File: src/rtl/pst_pkg.sv
package pst_pkg;
  localparam int ADDR_W = 4;

  localparam logic [ADDR_W-1:0] A_CTL    = 4'h0;
  localparam logic [ADDR_W-1:0] A_MODE   = 4'h1;
  localparam logic [ADDR_W-1:0] A_CHEN   = 4'h2;
  localparam logic [ADDR_W-1:0] A_CMD    = 4'h3;
  localparam logic [ADDR_W-1:0] A_PER_LO = 4'h4;
  localparam logic [ADDR_W-1:0] A_PER_HI = 4'h5;
  localparam logic [ADDR_W-1:0] A_CMP_LO = 4'h6;
  localparam logic [ADDR_W-1:0] A_CMP_HI = 4'h7;
  localparam logic [ADDR_W-1:0] A_CNT_LO = 4'h8;
  localparam logic [ADDR_W-1:0] A_CNT_HI = 4'h9;
  localparam logic [ADDR_W-1:0] A_FLAGS  = 4'hA;

  localparam logic [1:0] CMD_HARD_RESET = 2'b11;

  // log2 of the division ratio for each select code
  function automatic logic [3:0] div_shift(input logic [2:0] sel);
    case (sel)
      3'd0:    div_shift = 4'd0;
      3'd1:    div_shift = 4'd1;
      3'd2:    div_shift = 4'd2;
      3'd3:    div_shift = 4'd3;
      3'd4:    div_shift = 4'd4;
      3'd5:    div_shift = 4'd6;
      3'd6:    div_shift = 4'd8;
      default: div_shift = 4'd10;
    endcase
  endfunction
endpackage

File: src/rtl/pst_prescaler.sv
module pst_prescaler #(
  parameter int PRE_W = 10
) (
  input  logic       clk,
  input  logic       rst_n,
  input  logic       clr,
  input  logic       run,
  input  logic [2:0] sel,
  output logic       tick
);
  logic [PRE_W-1:0] pre_q;
  logic [PRE_W-1:0] mask;

  always_comb begin
    mask = PRE_W'((32'd1 << pst_pkg::div_shift(sel)) - 32'd1);
    tick = run && ((pre_q & mask) == mask);
  end

  always_ff @(posedge clk or negedge rst_n) begin
    if (!rst_n)          pre_q <= '0;
    else if (clr || !run) pre_q <= '0;
    else                 pre_q <= pre_q + 1'b1;
  end
endmodule

File: src/rtl/pst_downcnt.sv
module pst_downcnt #(
  parameter int W = 8
) (
  input  logic         clk,
  input  logic         rst_n,
  input  logic         clr,
  input  logic         wr,
  input  logic [W-1:0] wr_val,
  input  logic         load,
  input  logic [W-1:0] load_val,
  input  logic         dec,
  output logic [W-1:0] cnt
);
  always_ff @(posedge clk or negedge rst_n) begin
    if (!rst_n)     cnt <= '0;
    else if (clr)   cnt <= '0;
    else if (wr)    cnt <= wr_val;
    else if (load)  cnt <= load_val;
    else if (dec)   cnt <= cnt - 1'b1;
  end
endmodule

File: src/rtl/pst_cmp.sv
module pst_cmp #(
  parameter int W = 8
) (
  input  logic [W-1:0] cnt,
  input  logic [W-1:0] cmp,
  input  logic         en,
  output logic         pwm,
  output logic         match
);
  always_comb begin
    pwm   = en && (cnt < cmp);
    match = (cnt == cmp);
  end
endmodule

File: src/rtl/pwm_split_timer.sv
module pwm_split_timer #(
  parameter int HALF_W = 8,
  parameter int PRE_W  = 10
) (
  input  logic                       clk,
  input  logic                       rst_n,
  input  logic                       wr_en,
  input  logic [pst_pkg::ADDR_W-1:0] addr,
  input  logic [HALF_W-1:0]          wdata,
  output logic [HALF_W-1:0]          rd_data,
  output logic                       pwm_lo_o,
  output logic                       pwm_hi_o
);
  import pst_pkg::*;

  localparam int FULL_W = 2 * HALF_W;
  localparam int NHALF  = 2;

  logic              run_q;
  logic [2:0]        sel_q;
  logic              split_q;
  logic [1:0]        chen_q;
  logic [1:0]        flags_q;
  logic [HALF_W-1:0] per_q [NHALF];
  logic [HALF_W-1:0] cmp_q [NHALF];
  logic [HALF_W-1:0] cnt_q [NHALF];

  logic              tick;
  logic              hard_rst;
  logic [NHALF-1:0]  zero_h;
  logic              zero_full;
  logic [NHALF-1:0]  cnt_wr;
  logic [NHALF-1:0]  pwm8;
  logic [NHALF-1:0]  match8;
  logic              pwm16;
  logic              match16;
  logic              und_ev;
  logic              cmp_ev;
  logic [1:0]        flag_clr;

  assign hard_rst = wr_en && (addr == A_CMD) && (wdata[1:0] == CMD_HARD_RESET) && !run_q;
  assign cnt_wr[0] = wr_en && (addr == A_CNT_LO);
  assign cnt_wr[1] = wr_en && (addr == A_CNT_HI);

  pst_prescaler #(.PRE_W(PRE_W)) u_pre (
    .clk  (clk),
    .rst_n(rst_n),
    .clr  (hard_rst),
    .run  (run_q),
    .sel  (sel_q),
    .tick (tick)
  );

  assign zero_full = &zero_h;

  genvar gi;
  generate
    for (gi = 0; gi < NHALF; gi++) begin : g_half
      logic h_load;
      logic h_dec;
      assign zero_h[gi] = (cnt_q[gi] == '0);
      if (gi == 0) begin : g_low
        assign h_load = tick && (split_q ? zero_h[0] : zero_full);
        assign h_dec  = tick && !(split_q ? zero_h[0] : zero_full);
      end else begin : g_high
        assign h_load = tick && (split_q ? zero_h[gi] : zero_full);
        assign h_dec  = tick && (split_q ? !zero_h[gi] : (zero_h[0] && !zero_full));
      end

      pst_downcnt #(.W(HALF_W)) u_cnt (
        .clk     (clk),
        .rst_n   (rst_n),
        .clr     (hard_rst),
        .wr      (cnt_wr[gi]),
        .wr_val  (wdata),
        .load    (h_load),
        .load_val(per_q[gi]),
        .dec     (h_dec),
        .cnt     (cnt_q[gi])
      );

      pst_cmp #(.W(HALF_W)) u_cmp8 (
        .cnt  (cnt_q[gi]),
        .cmp  (cmp_q[gi]),
        .en   (chen_q[gi]),
        .pwm  (pwm8[gi]),
        .match(match8[gi])
      );
    end
  endgenerate

  pst_cmp #(.W(FULL_W)) u_cmp16 (
    .cnt  ({cnt_q[1], cnt_q[0]}),
    .cmp  ({cmp_q[1], cmp_q[0]}),
    .en   (chen_q[0]),
    .pwm  (pwm16),
    .match(match16)
  );

  assign und_ev   = tick && (split_q ? zero_h[0] : zero_full);
  assign cmp_ev   = tick && (split_q ? match8[0] : match16);
  assign flag_clr = (wr_en && (addr == A_FLAGS)) ? wdata[1:0] : 2'b00;

  always_ff @(posedge clk or negedge rst_n) begin
    if (!rst_n) begin
      run_q   <= 1'b0;
      sel_q   <= '0;
      split_q <= 1'b0;
      chen_q  <= '0;
      flags_q <= '0;
      per_q[0] <= '1;
      per_q[1] <= '1;
      cmp_q[0] <= '0;
      cmp_q[1] <= '0;
    end else if (hard_rst) begin
      run_q   <= 1'b0;
      sel_q   <= '0;
      split_q <= 1'b0;
      chen_q  <= '0;
      flags_q <= '0;
      per_q[0] <= '1;
      per_q[1] <= '1;
      cmp_q[0] <= '0;
      cmp_q[1] <= '0;
    end else begin
      flags_q <= (flags_q & ~flag_clr) | {cmp_ev, und_ev};
      if (wr_en) begin
        case (addr)
          A_CTL:    begin run_q <= wdata[0]; sel_q <= wdata[3:1]; end
          A_MODE:   split_q  <= wdata[0];
          A_CHEN:   chen_q   <= wdata[1:0];
          A_PER_LO: per_q[0] <= wdata;
          A_PER_HI: per_q[1] <= wdata;
          A_CMP_LO: cmp_q[0] <= wdata;
          A_CMP_HI: cmp_q[1] <= wdata;
          default:  ;
        endcase
      end
    end
  end

  always_comb begin
    case (addr)
      A_CTL:    rd_data = HALF_W'({sel_q, run_q});
      A_MODE:   rd_data = HALF_W'(split_q);
      A_CHEN:   rd_data = HALF_W'(chen_q);
      A_PER_LO: rd_data = per_q[0];
      A_PER_HI: rd_data = per_q[1];
      A_CMP_LO: rd_data = cmp_q[0];
      A_CMP_HI: rd_data = cmp_q[1];
      A_CNT_LO: rd_data = cnt_q[0];
      A_CNT_HI: rd_data = cnt_q[1];
      A_FLAGS:  rd_data = HALF_W'(flags_q);
      default:  rd_data = '0;
    endcase
  end

  assign pwm_lo_o = split_q ? pwm8[0] : pwm16;
  assign pwm_hi_o = split_q && pwm8[1];
endmodule

File: config.mk
export PLATFORM = sky130hd
export DESIGN_NAME = pwm_split_timer
export DESIGN_NICKNAME = d
export VERILOG_FILES = /design/src/rtl/pst_pkg.sv /design/src/rtl/pst_prescaler.sv /design/src/rtl/pst_downcnt.sv /design/src/rtl/pst_cmp.sv /design/src/rtl/pwm_split_timer.sv
export SDC_FILE = /design/constraint.sdc
export NUM_CORES = 1
export LEC_CHECK = 0
export ABC_AREA = 1
export BUFFER_PORTS_ARGS = -buffer_cell sky130_fd_sc_hd__buf_4
export CORE_MARGIN = 2
export CORE_UTILIZATION = 28
export DETAILED_ROUTE_END_ITERATION = 16
export MAX_ROUTING_LAYER = met4
export PLACE_DENSITY = 0.53
export SYNTH_ARGS = -nofsm -noshare
export SYNTH_HDL_FRONTEND = slang
export SYNTH_SLANG_ARGS = --single-unit
File: constraint.sdc
create_clock -name clk -period 1.8 [get_ports clk]
set_clock_uncertainty 0.2 [all_clocks]
set_input_delay 0 -clock clk [delete_from_list [all_inputs] [get_ports clk]]
set_output_delay 0 -clock clk [all_outputs]
set_load 0.03 [all_outputs]
; After elaboration in Yosys (flattened, before gate mapping)
; Cells that the tools add are included.
[totals]
ff_bits = 67
word_cells = 126
in_bits = 15
[op_classes]
addsub = 4
reduce_logical = 44
magnitude_cmp = 3
bitwise_logic = 4
eq_ne = 20
n_shift = 1
muxes = 38
[op_table]
columns = cell, count
row1 = $mux W8, 12
row2 = $pmux W8 S10, 1
row3 = $mux W16, 4
row4 = $pmux W4 S7, 1
row5 = $logic_and A1 B1 Y1, 17
row6 = $eq A16 B16 Y1, 1
row7 = $eq A4 B3 Y1 const B, 4
row8 = $logic_not A8 Y1, 2
row9 = $lt A16 B16 Y1, 1
row10 = $lt A8 B8 Y1, 2
row11 = $reduce_and A2 Y1, 8
row12 = $reduce_bool A2 Y1, 8
row13 = $sub A8 B1 Y8 const B, 2
row14 = $eq A4 B4 Y1 const B, 3
row15 = $mux W1, 11
row16 = $add A10 B1 Y10 const B, 1
row17 = $and A10 B10 Y10, 1
row18 = $eq A10 B10 Y1, 1
row19 = $mux W10, 1
row20 = $mux W2, 5
row21 = $shl A1 B4 Y10 const A, 1
row22 = $sub A10 B1 Y10 const B, 1
row23 = $eq A3 B3 Y1 const B, 3
row24 = $mux W3, 3
row25 = other kinds (14), 20

; Logic depth before layout (Yosys ltp)
; Gate-level depths: netlist (run 1).
[depth]
depth_word = 12
mapped_depth = 12

; Cells and area by module
; Synthesis (run 1) repeated with hierarchy kept, for this count alone.
[unflattened]
hier_cells = 826
area_unflattened_um2 = 5519.0
[by_module_without_submodules]
columns = mod, instances, cells_per_inst, area_per_inst_um2
row1 = pwm_split_timer, 1, 369, 2521.2
row2 = pst_downcnt, 2, 104, 689.4
row3 = pst_prescaler, 1, 97, 678.2
row4 = pst_cmp (g_half[0].u_cmp8 ...), 2, 40, 252.7
row5 = pst_cmp (u_cmp16), 1, 72, 435.4

; Worst setup path after synthesis (run 1)
; Ideal clock, no wire load.
[synth_timing]
kind = register -> register
from = reg g_half[0].u_cnt.cnt[0]
to = reg g_half[1].u_cnt.cnt[0]
arrival_time_ps = 1584
slack_ps = -101
path_buffers = 0
required_ps = 1484
stages_incl_launch_ff = 12
cell_sequence = dfrtp_1 > inv_1 > ha_1 > nand3_1 > nor2_1 > nor2_1 > nor2_2 > nand2_2 > nand2_1 > nand3_1 > nand2_1 > nand2_1
[synth_between]
elab_chain_len = 7
elab_cells_between_ends = 12
classes_between = mux: 5 / reduce/logical: 7
[synth_rtl]
columns = element, line
row1 = "start, declared", pst_downcnt.sv:12  ; output logic [W-1:0] cnt
row2 = "start signal, assigned", pst_downcnt.sv:17  ; else if (wr) cnt <= wr_val;
row3 = "start signal, assigned", pst_downcnt.sv:18  ; else if (load) cnt <= load_val;
row4 = "start signal, assigned", pst_downcnt.sv:19  ; else if (dec) cnt <= cnt - 1'b1;
row5 = $logic_not A8 Y1 (*), pwm_split_timer.sv:61  ; assign zero_h[gi] = (cnt_q[gi] == '0);
row6 = $reduce_and A2 Y1, pwm_split_timer.sv:54  ; assign zero_full = &zero_h;
row7 = $mux W1 / $logic_not A1 Y1 (equally long branches), "pwm_split_timer.sv:66, pwm_split_timer.sv:67"
row8 = $logic_and A1 B1 Y1 (on tied branches), "pwm_split_timer.sv:66, pwm_split_timer.sv:67"
row9 = $mux W8 / $mux W1 (equally long branches), "pst_downcnt.sv:18, pwm_split_timer.sv:67"
row10 = $mux W8 / $logic_and A1 B1 Y1 (equally long branches), "pst_downcnt.sv:17, pwm_split_timer.sv:67"
row11 = $mux W8 / $reduce_bool A4 Y1 (equally long branches), n/a
row12 = "end signal, assigned", pst_downcnt.sv:17
row13 = "end signal, assigned", pst_downcnt.sv:18
row14 = "end signal, assigned", pst_downcnt.sv:19
row15 = "end, declared", pst_downcnt.sv:12
; Mark *: on every way between the ends. The rest lies on a longest branch, timed or not.
; A chain may end at the register's enable or synchronous reset.

; Worst setup path in the final report (run 1)
[layout_timing]
from = reg g_half[1].u_cnt.cnt[7]
to = out pwm_lo_o
[layout_between]
elab_chain_len = 3
[layout_rtl]
columns = element, line
row1 = $lt A16 B16 Y1, pst_cmp.sv:11  ; pwm = en && (cnt < cmp);
row2 = $logic_and A1 B1 Y1, pst_cmp.sv:11
row3 = $mux W1, pwm_split_timer.sv:158  ; assign pwm_lo_o = split_q ? pwm8[0] : pwm16;
row4 = "end, declared", pwm_split_timer.sv:11  ; output logic pwm_lo_o,
; Every way passes these cells.

==> impl_results.md, run 1 <==
- Vias in the first global route: between 4,000 and 5,000
- Most frequent cells in the layout: nand2_1, buf_4, inv_1
- Fin Setup TNS: -1.08 ns
- Clock root cell: clkbuf_16
- Number of port buffers: 24
- PD cells: around 1300 mW/mm²
- Worst Setup End Kind: primary output
- Fin. max-slew vios: 0
- Internal power: around 5.0 mW
- Post-synth top area cell: dfrtp_1
- Synth area leaders: dfrtp_1, nand2_1, dfstp_2
- CTS tree: yes
- Period utilization: 119%
- Crit path launch: g_half[1].u_cnt.cnt[7]
- Final core utilization: 40.4%
- Nets: ~760
- DR vias/cell: 4.72
- RSZ-0062 raised after global routing: yes
- YS warnings: 0
- Mapped cell area: about 0.0044 mm²
- Fmax: roughly 470 MHz
- Gr usage total: 19.7%
- Hold Vio Cnt, Final: 0
- R2r setup slk: -0.05 ns
- Clock tree buffer depth: 2
- Diode count: 0
- Max-Slew Margin vs Limit: 64.7%
- Top delay family on crit path: compound AO/OA/AOI/OAI gates
- Sequential power share: about 28%
- Layout fillers: approximately 1,600
- Worst-Margin Slew: between 0.5 and 0.6 ns
- H-tree Lvls: 3
- DP HPWL: 11,600 µm
- Setup ws final: -0.333 ns
- Final instance area: roughly 0.0063 mm²
- Die X: ~130 µm
- Ports: 25
- WP depth: 9
- Reg2reg start: g_half[0].u_cnt.cnt[0]
- Post-Place Setup Slack: -0.138 ns
- Vias: 4,480
- Sw Pwr: ~3.3 mW
- Switching share of power: 39.5%
- Std-Cell Core Area: 0.0157 mm²
- Maximum vdd drop: 0.000536 V
- R2r endpoint: g_half[0].u_cnt.cnt[3]
- GRT overflow: 0
- Die ar.: approximately 0.017 mm²
- Mapped Cells: between 600 and 700
- Period minus WS final: approximately 2.1 ns
- Commonest non-fill, non-tap cell in the layout: nand2_1
- Gpl congestion: roughly 0.95
- CP Cell Sequence: ha_4 -> a21oi_2 -> o21ai_2 -> a21oi_2 -> o21ai_2 -> nand2_1 -> nand2_2 -> a21oi_4 -> buf_6
- Count of cell types in the netlist: about 40
- Synthesized flop and latch total: 67
- Placed instance area: roughly 0.0054 mm²
- Iteration-0 DRC Markers: 254
- First-pass GRT wire length: about 24,000 µm
- Placed cells: roughly 910
- DRT Pass-1 Iters: 5
- Final wirelength: between 15,000 and 20,000 µm
- Worst Path Max Fanout: 2
- Synth top area share: between 20 and 30%
- Slowest CP cell: dfrtp_1
- WP data required: between 1.5 and 2 ns
- Syn Nets: 651
- CTS clk-pin slew, worst paths: 0.06 ns
- Final Setup Violations: 19
- Hold Slack: about 0.018 ns
- Fin cells: 949
- Buf/Inv on CP: 1
- Worst hold path class: in2reg
- Critical setup path kind: reg2out
- Reg2Reg Depth: 11
- Clock power share: a little under a quarter
- Sequential fraction of the synthesis area: around two fifths
- Critical path's largest stage delay: 0.42 ns
- Worst EP arrival: approximately 1.9 ns
- Critical Path Start Type: register
- DRT antenna net count: 0
- Layout cells sized above 1: 31.5%
- Syn Area/Cell: just over 7 µm²
- Die H: around 130 µm
- Skew-Pair Late Insertion Delay: between 0.3 and 0.4 ns
- # DRC: 0
- Row Count: 46
- CTS sink cnt: 67
- Initial Utilization: approximately 28%
- Combinational power share: slightly below 50%
- Routed wire per std cell: ~16 µm
- Largest net degree at the start of global routing: 37
- Final Power: ~8.3 mW
- Outcome: complete, but fails checks
- Max-capacitance violation count: 0
- Leak pwr: roughly 3 nW
- Area growth syn-to-layout: 42.6%
- CTS buffer count: 9
- Worst setup path end: pwm_lo_o
- Initial antenna violation count: 0
- Failing checks: negative setup slack
==> cells in the mapped netlist (all sizes together) <==
| cell type | count |
|---|---|
| a21o | 1 |
| o22ai | 10 |
| a221oi | 2 |
| xnor2 | 1 |
| a31oi | 3 |
| ha | 21 |
| nor4 | 1 |
| or2 | 6 |
| dfstp | 16 |
| nor2 | 44 |
| o2111ai | 1 |
| o221ai | 3 |
| dfrtp | 51 |
| o211ai | 2 |
| xor2 | 10 |
| o21a | 2 |
| a211oi | 1 |
| nor3 | 5 |
| nand4 | 4 |
| inv | 80 |
| clkbuf | 1 |
| o2111a | 1 |
| a21oi | 44 |
| buf | 14 |
| nand3 | 45 |
| nand2 | 189 |
| o21ai | 57 |
==> how the worst min path moves through the flow <==
stage	from	endpoint	slack, ns	cells past startpoint
after global placement	rst_n	u_pre.pre_q[6]	-0.22	1
after global routing	addr[2]	chen_q[0]	0.09	6
final	addr[2]	chen_q[0]	0.02	6
after floorplan	rst_n	chen_q[0]	-0.50	0
after detailed placement	rst_n	u_pre.pre_q[7]	-0.22	1
after CTS	addr[0]	flags_q[1]	0.05	7
==> cell type report <==
class | count | area, µm² | area share [%]
repair buffers | 117 | 1090 | 17.2
flip-flops and latches | 67 | 1700 | 26.8
multi-input cells | 453 | 2650 | 41.8
clock buffers | 11 | 243 | 3.83
inverters | 80 | 310 | 4.89
well taps | 216 | 270 | 4.26
clock inverters | 5 | 77.6 | 1.22
==> power groups by stage <==
stage | Combinational [mW] | Clock [mW] | Sequential [mW]
final | 4.00 | 1.95 | 2.37
after global routing | 4.43 | 2.06 | 2.43
after CTS | 3.70 | 2.00 | 2.34
after detailed placement | 3.35 | 0 | 2.36
after global placement | 3.30 | 0 | 2.34
after floorplan | 2.05 | 0 | 2.28
==> worst reg2reg max path: cells and delay by family (launching register included) <==
kind / cells / cell delay (ns)
AO/OA/AOI/OAI: 1 / 0.22
adder cells (fa/ha/maj): 1 / 0.14
buffers and inverters: 3 / 0.32
flip-flops: 1 / 0.38
AND/OR/NAND/NOR: 6 / 0.53
==> routing by layer <==
layer | global-route usage, % | wire length, µm | vias up
li1 | - | - | 2242
met4 | 6.77 | 310 | 0
met3 | 3.24 | 566 | 27
met5 | - | 0 | -
met2 | 32.0 | 7580 | 94
met1 | 24.9 | 6920 | 2117
==> cells by family after synthesis <==
kind of cell | Yosys count | share of synthesized area (%)
XOR/XNOR | 11 | 2.17
AND/OR/NAND/NOR | 294 | 28.2
adder cells (fa/ha/maj) | 21 | 5.91
AO/OA/AOI/OAI | 127 | 16.4
flip-flops | 67 | 38.1
buffers and inverters | 95 | 9.14
==> repair_timing <==
action,in CTS,in global routing
buffers inserted,7,8
hold buffers,12,0
pin swaps,6,12
endpoints found under the setup margin,25,48
endpoints found under the hold margin,97,0
gates cloned,0,1
resized for setup,37,63
==> state kept, by name (all words and copies together), names as in the netlist <==
| register | count |
|---|---|
| chen_q | 2 |
| cmp_q | 16 |
| flags_q | 2 |
| g_half.u_cnt.cnt | 16 |
| per_q | 16 |
| run_q | 1 |
| sel_q | 3 |
| split_q | 1 |
| u_pre.pre_q | 10 |
(Power assumes the default switching activity.)
==> run 2, diff against run 1 <==
Settings changed: CAP_MARGIN set to 20, CORE_MARGIN 2 to unset, RECOVER_POWER set to 50.
==> run 2 against run 1 <==
The flow still finishes with violations (negative setup slack). Count of clock-buffer cells in the layout down 1. Critical path depth unchanged. First-iteration DRC count up 7.9%. Wire length down 2.7%. Total power down 1.5%. Hold slack better by 0.068 ns. Sequential share of layout area up 0.37 points. Sequential cell count unchanged. Global-route usage up 0.18 points. Design area down 1.3%. Cell count down 1.1%. Largest cell class unchanged. Largest power group unchanged.
==> impl_results.md, run 2 (synthesis results as in run 1) <==
- CTS clk-pin slew, worst paths: 0.06 ns (about the same)
- Die H: 128 µm (was 130 µm)
- Row Count: 45 (was 46)
- Clock root cell: clkbuf_16 (unchanged)
- Period minus WS final: 2.12 ns (was 2.13 ns)
- Reg2reg start: g_half[0].u_cnt.cnt[1] (was g_half[0].u_cnt.cnt[0])
- Worst EP arrival: 1.92 ns (was 1.93 ns)
- Min-Delay Endpoint: flags_q[1] (was chen_q[0])
- Maximum vdd drop: 0.000579 V (was 0.000536 V)
- Worst Path Max Fanout: 2 (unchanged)
- Critical Path Start Type: register (unchanged)
- DRT Pass-1 Iters: 5 (unchanged)
- Worst hold path class: in2reg (unchanged)
- Layout fillers: 1,560 (was 1,585)
- Setup ws final: -0.324 ns (was -0.333 ns)
- PD cells: 1310 mW/mm² (about the same)
- Layout cells sized above 1: 30.8% (was 31.5%)
- Worst Setup End Kind: primary output (unchanged)
- CP most frequent cell: a21oi_2
- DR vias/cell: 4.77 (was 4.72)
- Final wirelength: 15,000 µm (was 15,400 µm)
- Vias in the first global route: 4,479 (was 4,440)
- Placed cells: 902 (was 908)
- Iteration-0 DRC Markers: 274 (was 254)
- Gpl congestion: 0.940 (was 0.945)
- Fin. max-slew vios: 0 (unchanged)
- First-pass GRT wire length: 23,800 µm (was 24,100 µm)
- DRT antenna net count: 0 (unchanged)
- Gr usage total: 19.8% (was 19.7%)
- Hold depth: 7 (was 6)
- R2r endpoint: g_half[0].u_cnt.cnt[6] (was g_half[0].u_cnt.cnt[3])
- Commonest non-fill, non-tap cell in the layout: nand2_1 (unchanged)
- Ports: 25 (unchanged)
- Fin cells: 939 (was 949)
- Top delay family on crit path: compound AO/OA/AOI/OAI gates (unchanged)
- Max-capacitance violation count: 0 (unchanged)
- Leak pwr: 3.04 nW (was 3.08 nW)
- Fmax: 471 MHz (was 469 MHz)
- Buf/Inv on CP: 1 (unchanged)
- H-tree Lvls: 3 (unchanged)
- Critical path's largest stage delay: 0.41 ns (was 0.42 ns)
- Max-Slew Margin vs Limit: 49.1% (was 64.7%)
- R2r setup slk: -0.12 ns (was -0.05 ns)
- Reg2Reg Depth: 11 (unchanged)
- Critical setup path kind: reg2out (unchanged)
- WP data required: 1.60 ns (about the same)
- Worst-Margin Slew: 0.763 ns (was 0.528 ns)
- Routed wire per std cell: 15.9 µm (was 16.2 µm)
- Period utilization: 118% (was 119%)
- CP Cell Sequence: ha_4 -> a21oi_2 -> o21ai_2 -> a21oi_2 -> o21ai_1 -> nand2_1 -> nand2_2 -> a21oi_4 -> buf_6 (was ha_4 -> a21oi_2 -> o21ai_2 -> a21oi_2 -> o21ai_2 -> nand2_1 -> nand2_2 -> a21oi_4 -> buf_6)
- Final Setup Violations: 21 (was 19)
- Vias: 4,481 (was 4,480)
- Hold Vio Cnt, Final: 0 (unchanged)
- Outcome: complete, but fails checks (unchanged)
- Slowest CP cell: dfrtp_1 (unchanged)
- Largest net degree at the start of global routing: 42 (was 37)
- Nets: 759 (was 764)
- Die ar.: 0.0164 mm² (was 0.0169 mm²)
- Skew-Pair Late Insertion Delay: 0.34 ns (was 0.35 ns)
- Std-Cell Core Area: 0.0154 mm² (was 0.0157 mm²)
- Largest regs: cmp_q (16), g_half.u_cnt.cnt (16), per_q (16) (unchanged)
- Area growth syn-to-layout: 40.8% (was 42.6%)
- RSZ-0062 raised after global routing: yes (unchanged)
- Die X: 128 µm (was 130 µm)
- Failing checks: negative setup slack (unchanged)
- Hold Slack: 0.0865 ns (was 0.0182 ns)
- Diode count: 0 (unchanged)
- Final Power: 8.20 mW (was 8.32 mW)
- Most frequent cells in the layout: nand2_1, buf_4, inv_1 (unchanged)
- # DRC: 0 (unchanged)
- Hold Startpoint: addr[0] (was addr[2])
- Number of port buffers: 24 (unchanged)
- CTS sink cnt: 67 (unchanged)
- Initial antenna violation count: 0 (unchanged)
- Initial Utilization: 28.9% (was 28.3%)
- Clock tree buffer depth: 2 (unchanged)
- CTS buffer count: 9 (unchanged)
- CTS tree: yes (unchanged)
- DP HPWL: 11,400 µm (was 11,600 µm)
- GRT overflow: 0 (unchanged)
==> run 2: worst min-delay path, stage by stage <==
cell and delay, ns:
buf_4 0.12, nor2_1 0.07, nand2_1 0.08, inv_1 0.07, nand3_1 0.07, nand2_1 0.07, a21oi_2 0.13
==> run 2: metal layers <==
| metal | global-route usage (%) | vias to the layer above | share of wire [%] |
|---|---|---|---|
| li1 | - | 2224 | - |
| met1 | 25.4 | 2121 | 45 |
| met2 | 31.6 | 107 | 48 |
| met3 | 2.50 | 29 | 4.5 |
| met4 | 8.30 | 0 | 2.4 |
| met5 | - | - | 0 |
==> run 2: power by group <==
part	switching (mW)	internal, mW
combinational	2.15	1.78
clock	0.707	1.22
sequential	0.373	1.98
==> run 2: worst max path at each step <==
stage | from | to | slack (ns) | cells past startpoint
5_1_grt | cmp_q[7] | pwm_lo_o | -0.41 | 10
2_1_floorplan | g_half[0].u_cnt.cnt[1] | g_half[0].u_cnt.cnt[7] | 0.06 | 11
3_3_place_gp | cmp_q[7] | pwm_lo_o | -0.17 | 10
4_1_cts | g_half[1].u_cnt.cnt[7] | pwm_lo_o | -0.42 | 9
6_report | g_half[1].u_cnt.cnt[5] | pwm_lo_o | -0.32 | 9
3_5_place_dp | cmp_q[5] | pwm_lo_o | -0.15 | 10
==> run 2: what timing repair did <==
item	4_1_cts	5_1_grt
hold buffers	13	0
endpoints found under the setup margin	23	42
pin swaps	4	18
gates cloned	0	1
buffers inserted	3	6
endpoints found under the hold margin	97	0
resized for setup	31	58
==> run 2: metrics by stage <==
stage | setup WS (ns) | area, µm² | setup TNS, ns | util [%]
final | -0.324 | 6260 | -1.83 | 40.7
after global placement | -0.167 | 5410 | -0.907 | 35.2
after detailed placement | -0.151 | 5410 | -1.37 | 35.2
after floorplan | 0.0628 | 4490 | 0 | -
after global routing | -0.409 | 6260 | -7.35 | 40.7
after CTS | -0.422 | 5980 | -0.963 | 38.9
==> run 2: area by class of cell <==
cell class | count | area [µm²] | share of cell area [%]
Clock buffer | 10 | 229 | 3.66
Tap cell | 211 | 264 | 4.22
Inverter | 80 | 308 | 4.92
Clock inverter | 6 | 90.1 | 1.44
Sequential cell | 67 | 1700 | 27.2
Multi-Input combinational cell | 453 | 2640 | 42.2
Timing Repair Buffer | 112 | 1030 | 16.4
==> run 3, diff against run 2 <==
Settings changed: SKIP_LAST_GASP set to 1.
Clock period 1.8 ns to 1.7 ns, I/O delays scaled along.
==> run 3 against run 2 <==
The run still ends with negative setup slack left. Wire length is 15% higher. Critical endpoint unchanged. Die area stayed put. Via count is 9.8% higher. Cell count is 6.5% higher. Count of clock-buffer cells in the layout is 1 lower.
==> impl_results.md, run 3 (synthesis results as in run 1) <==
- GRT overflow: 0 (unchanged)
- Period utilization: 124%
- CTS clk-pin slew, worst paths: 0.07 ns (was 0.06 ns)
- Gpl congestion: 0.945 (was 0.940)
- DP HPWL: 12,100 µm (was 11,400 µm)
- Layout cells sized above 1: 44.1% (was 30.8%)
- CTS buffer count: 9 (unchanged)
- Worst-Margin Slew: 0.649 ns (was 0.763 ns)
- Final Power: 9.61 mW (was 8.20 mW)
- Largest net degree at the start of global routing: 25 (was 42)
- Hold Vio Cnt, Final: 0 (unchanged)
- Area growth syn-to-layout: 60.8% (was 40.8%)
- Fin Setup TNS: -7.01 ns (was -1.83 ns)
- Die H: 128 µm (unchanged)
- Initial antenna violation count: 0 (unchanged)
- Skew-Pair Late Insertion Delay: 0.35 ns (was 0.34 ns)
- Commonest non-fill, non-tap cell in the layout: nand2_1 (unchanged)
- Max-Slew Margin vs Limit: 56.7% (was 49.1%)
- Diode count: 0 (unchanged)
- Ports: 25 (unchanged)
- Routed wire per std cell: 17.2 µm (was 15.9 µm)
- Internal power: 5.81 mW (was 4.97 mW)
- Hold depth: 4 (was 7)
- Nets: 820 (was 759)
- Maximum vdd drop: 0.000609 V (was 0.000579 V)
- Post-Place Setup Slack: -0.237 ns (was -0.151 ns)
- Final wirelength: 17,200 µm (was 15,000 µm)
- Fin. max-slew vios: 0 (unchanged)
- Vias: 4,921 (was 4,481)
- PD cells: 1340 mW/mm² (was 1310 mW/mm²)
- Vias in the first global route: 4,674 (was 4,479)
- Sw Pwr: 3.80 mW (was 3.23 mW)
- CP Cell Sequence: ha_4 -> a21oi_2 -> o21ai_1 -> a21oi_2 -> o21ai_1 -> nand2_1 -> nand2_2 -> a21oi_4 -> buf_6 (was ha_4 -> a21oi_2 -> o21ai_2 -> a21oi_2 -> o21ai_1 -> nand2_1 -> nand2_2 -> a21oi_4 -> buf_6)
- Leak pwr: 3.48 nW (was 3.04 nW)
- Layout fillers: 1,460 (was 1,560)
- Clock root cell: clkbuf_16 (unchanged)
- DR vias/cell: 4.92 (was 4.77)
- WP data required: 1.50 ns (was 1.60 ns)
- Fmax: approximately 470 MHz
- Period minus WS final: ~2.1 ns
- DRT Pass-1 Iters: 5 (unchanged)
- Worst hold path class: in2reg (unchanged)
- Final Setup Violations: 60 (was 21)
- Clock tree buffer depth: 2 (unchanged)
- Critical setup path kind: reg2out (unchanged)
- # DRC: 0 (unchanged)
- Gr usage total: 21.7% (was 19.8%)
- Worst Setup End Kind: primary output (unchanged)
- First-pass GRT wire length: 25,600 µm (was 23,800 µm)
- Final core utilization: 46.5% (was 40.7%)
- Die X: 128 µm (unchanged)
- Sequential power share: 25.9% (was 28.7%)
- Std-Cell Core Area: 0.0154 mm² (unchanged)
- Combinational power share: 52.1% (was 47.8%)
- Initial Utilization: 28.9% (unchanged)
- CTS sink cnt: 67 (unchanged)
- Clock power share: 21.9% (was 23.4%)
- Most frequent cells in the layout: nand2_1, buf_4, inv_1 (unchanged)
- Slowest CP cell: dfrtp_1 (unchanged)
- Largest regs: cmp_q (16), g_half.u_cnt.cnt (16), per_q (16) (unchanged)
- Die ar.: 0.0164 mm² (unchanged)
- RSZ-0062 raised after global routing: yes (unchanged)
- Reg2Reg Depth: 11 (unchanged)
- Outcome: complete, but fails checks (unchanged)
- Failing checks: negative setup slack (unchanged)
- Iteration-0 DRC Markers: 295 (was 274)
- Critical Path Start Type: register (unchanged)
- Critical path's largest stage delay: 0.42 ns (was 0.41 ns)
- Switching share of power: 39.6% (was 39.4%)
- Max-capacitance violation count: 0 (unchanged)
- H-tree Lvls: 3 (unchanged)
- CTS tree: yes (unchanged)
- Row Count: 45 (unchanged)
- Worst EP arrival: 1.92 ns (about the same)
- Worst Path Max Fanout: 2 (unchanged)
- Number of port buffers: 24 (unchanged)
- DRT antenna net count: 0 (unchanged)
- Setup ws final: -0.415 ns (was -0.324 ns)
## run 3: worst paths after layout
check / to / startpoint / slack [ns]
hold reg to reg: u_pre.pre_q[0] / u_pre.pre_q[0] / 0.27
setup reg to reg: g_half[1].u_cnt.cnt[7] / g_half[0].u_cnt.cnt[0] / -0.22
min in group asynchronous: per_q[8] / rst_n / 0.36
setup / recovery: pwm_lo_o / g_half[1].u_cnt.cnt[7] / -0.42
max in group asynchronous: split_q / rst_n / 0.21
hold / removal: run_q / wr_en / 0.007
## run 3: worst max-delay path: cells and delay by family (launching register included)
kind                     cells  cell delay [ns]
adder cells (fa/ha/maj)      1             0.26
AND/OR/NAND/NOR              2             0.16
AO/OA/AOI/OAI                5             0.58
flip-flops                   1             0.42
buffers and inverters        1             0.15
## run 3: power by group through the flow
stage               Combinational (mW)  Sequential (mW)  Clock, mW
floorplan                         2.18             2.41          0
CTS                               4.43             2.46       2.14
finish                            5.01             2.49       2.11
detailed placement                3.90             2.49          0
global placement                  3.85             2.47          0
global route                      5.47             2.54       2.22
## run 3: stage by stage
step | cells | area (µm²) | hold WS (ns)
after floorplan | 615 | 4500 | -0.496
after global placement | 940 | 5700 | -0.223
after detailed placement | 940 | 5700 | -0.234
after CTS | 980 | 6470 | 0.0489
after global routing | 1000 | 7150 | 0.0157
final | 1000 | 7150 | 0.00732
## run 3: repair_timing
action,CTS,global route
resized for setup,69,149
hold buffers,13,3
buffers inserted,11,14
gates cloned,0,4
pin swaps,22,47
hold endpoints to repair,117,6
endpoints found under the setup margin,51,80
## run 3: metal layers
layer  global-route usage [%]  part of all wire, %  vias up
li1                         -                    -     2361
met1                     27.0                   43     2382
met2                     34.8                   49      141
met3                     3.76                  4.5       37
met4                     8.93                  3.9        0
met5                        -                    0        -
## run 3: final cells by class
cell class	instances	area [µm²]	share of cell area [%]
tap	211	264	3.69
clock buffer	9	225	3.15
inverter	80	328	4.58
sequential	67	1700	23.8
clock inverter	7	101	1.42
multi-input combinational	454	2910	40.7
timing repair buffer	172	1630	22.7
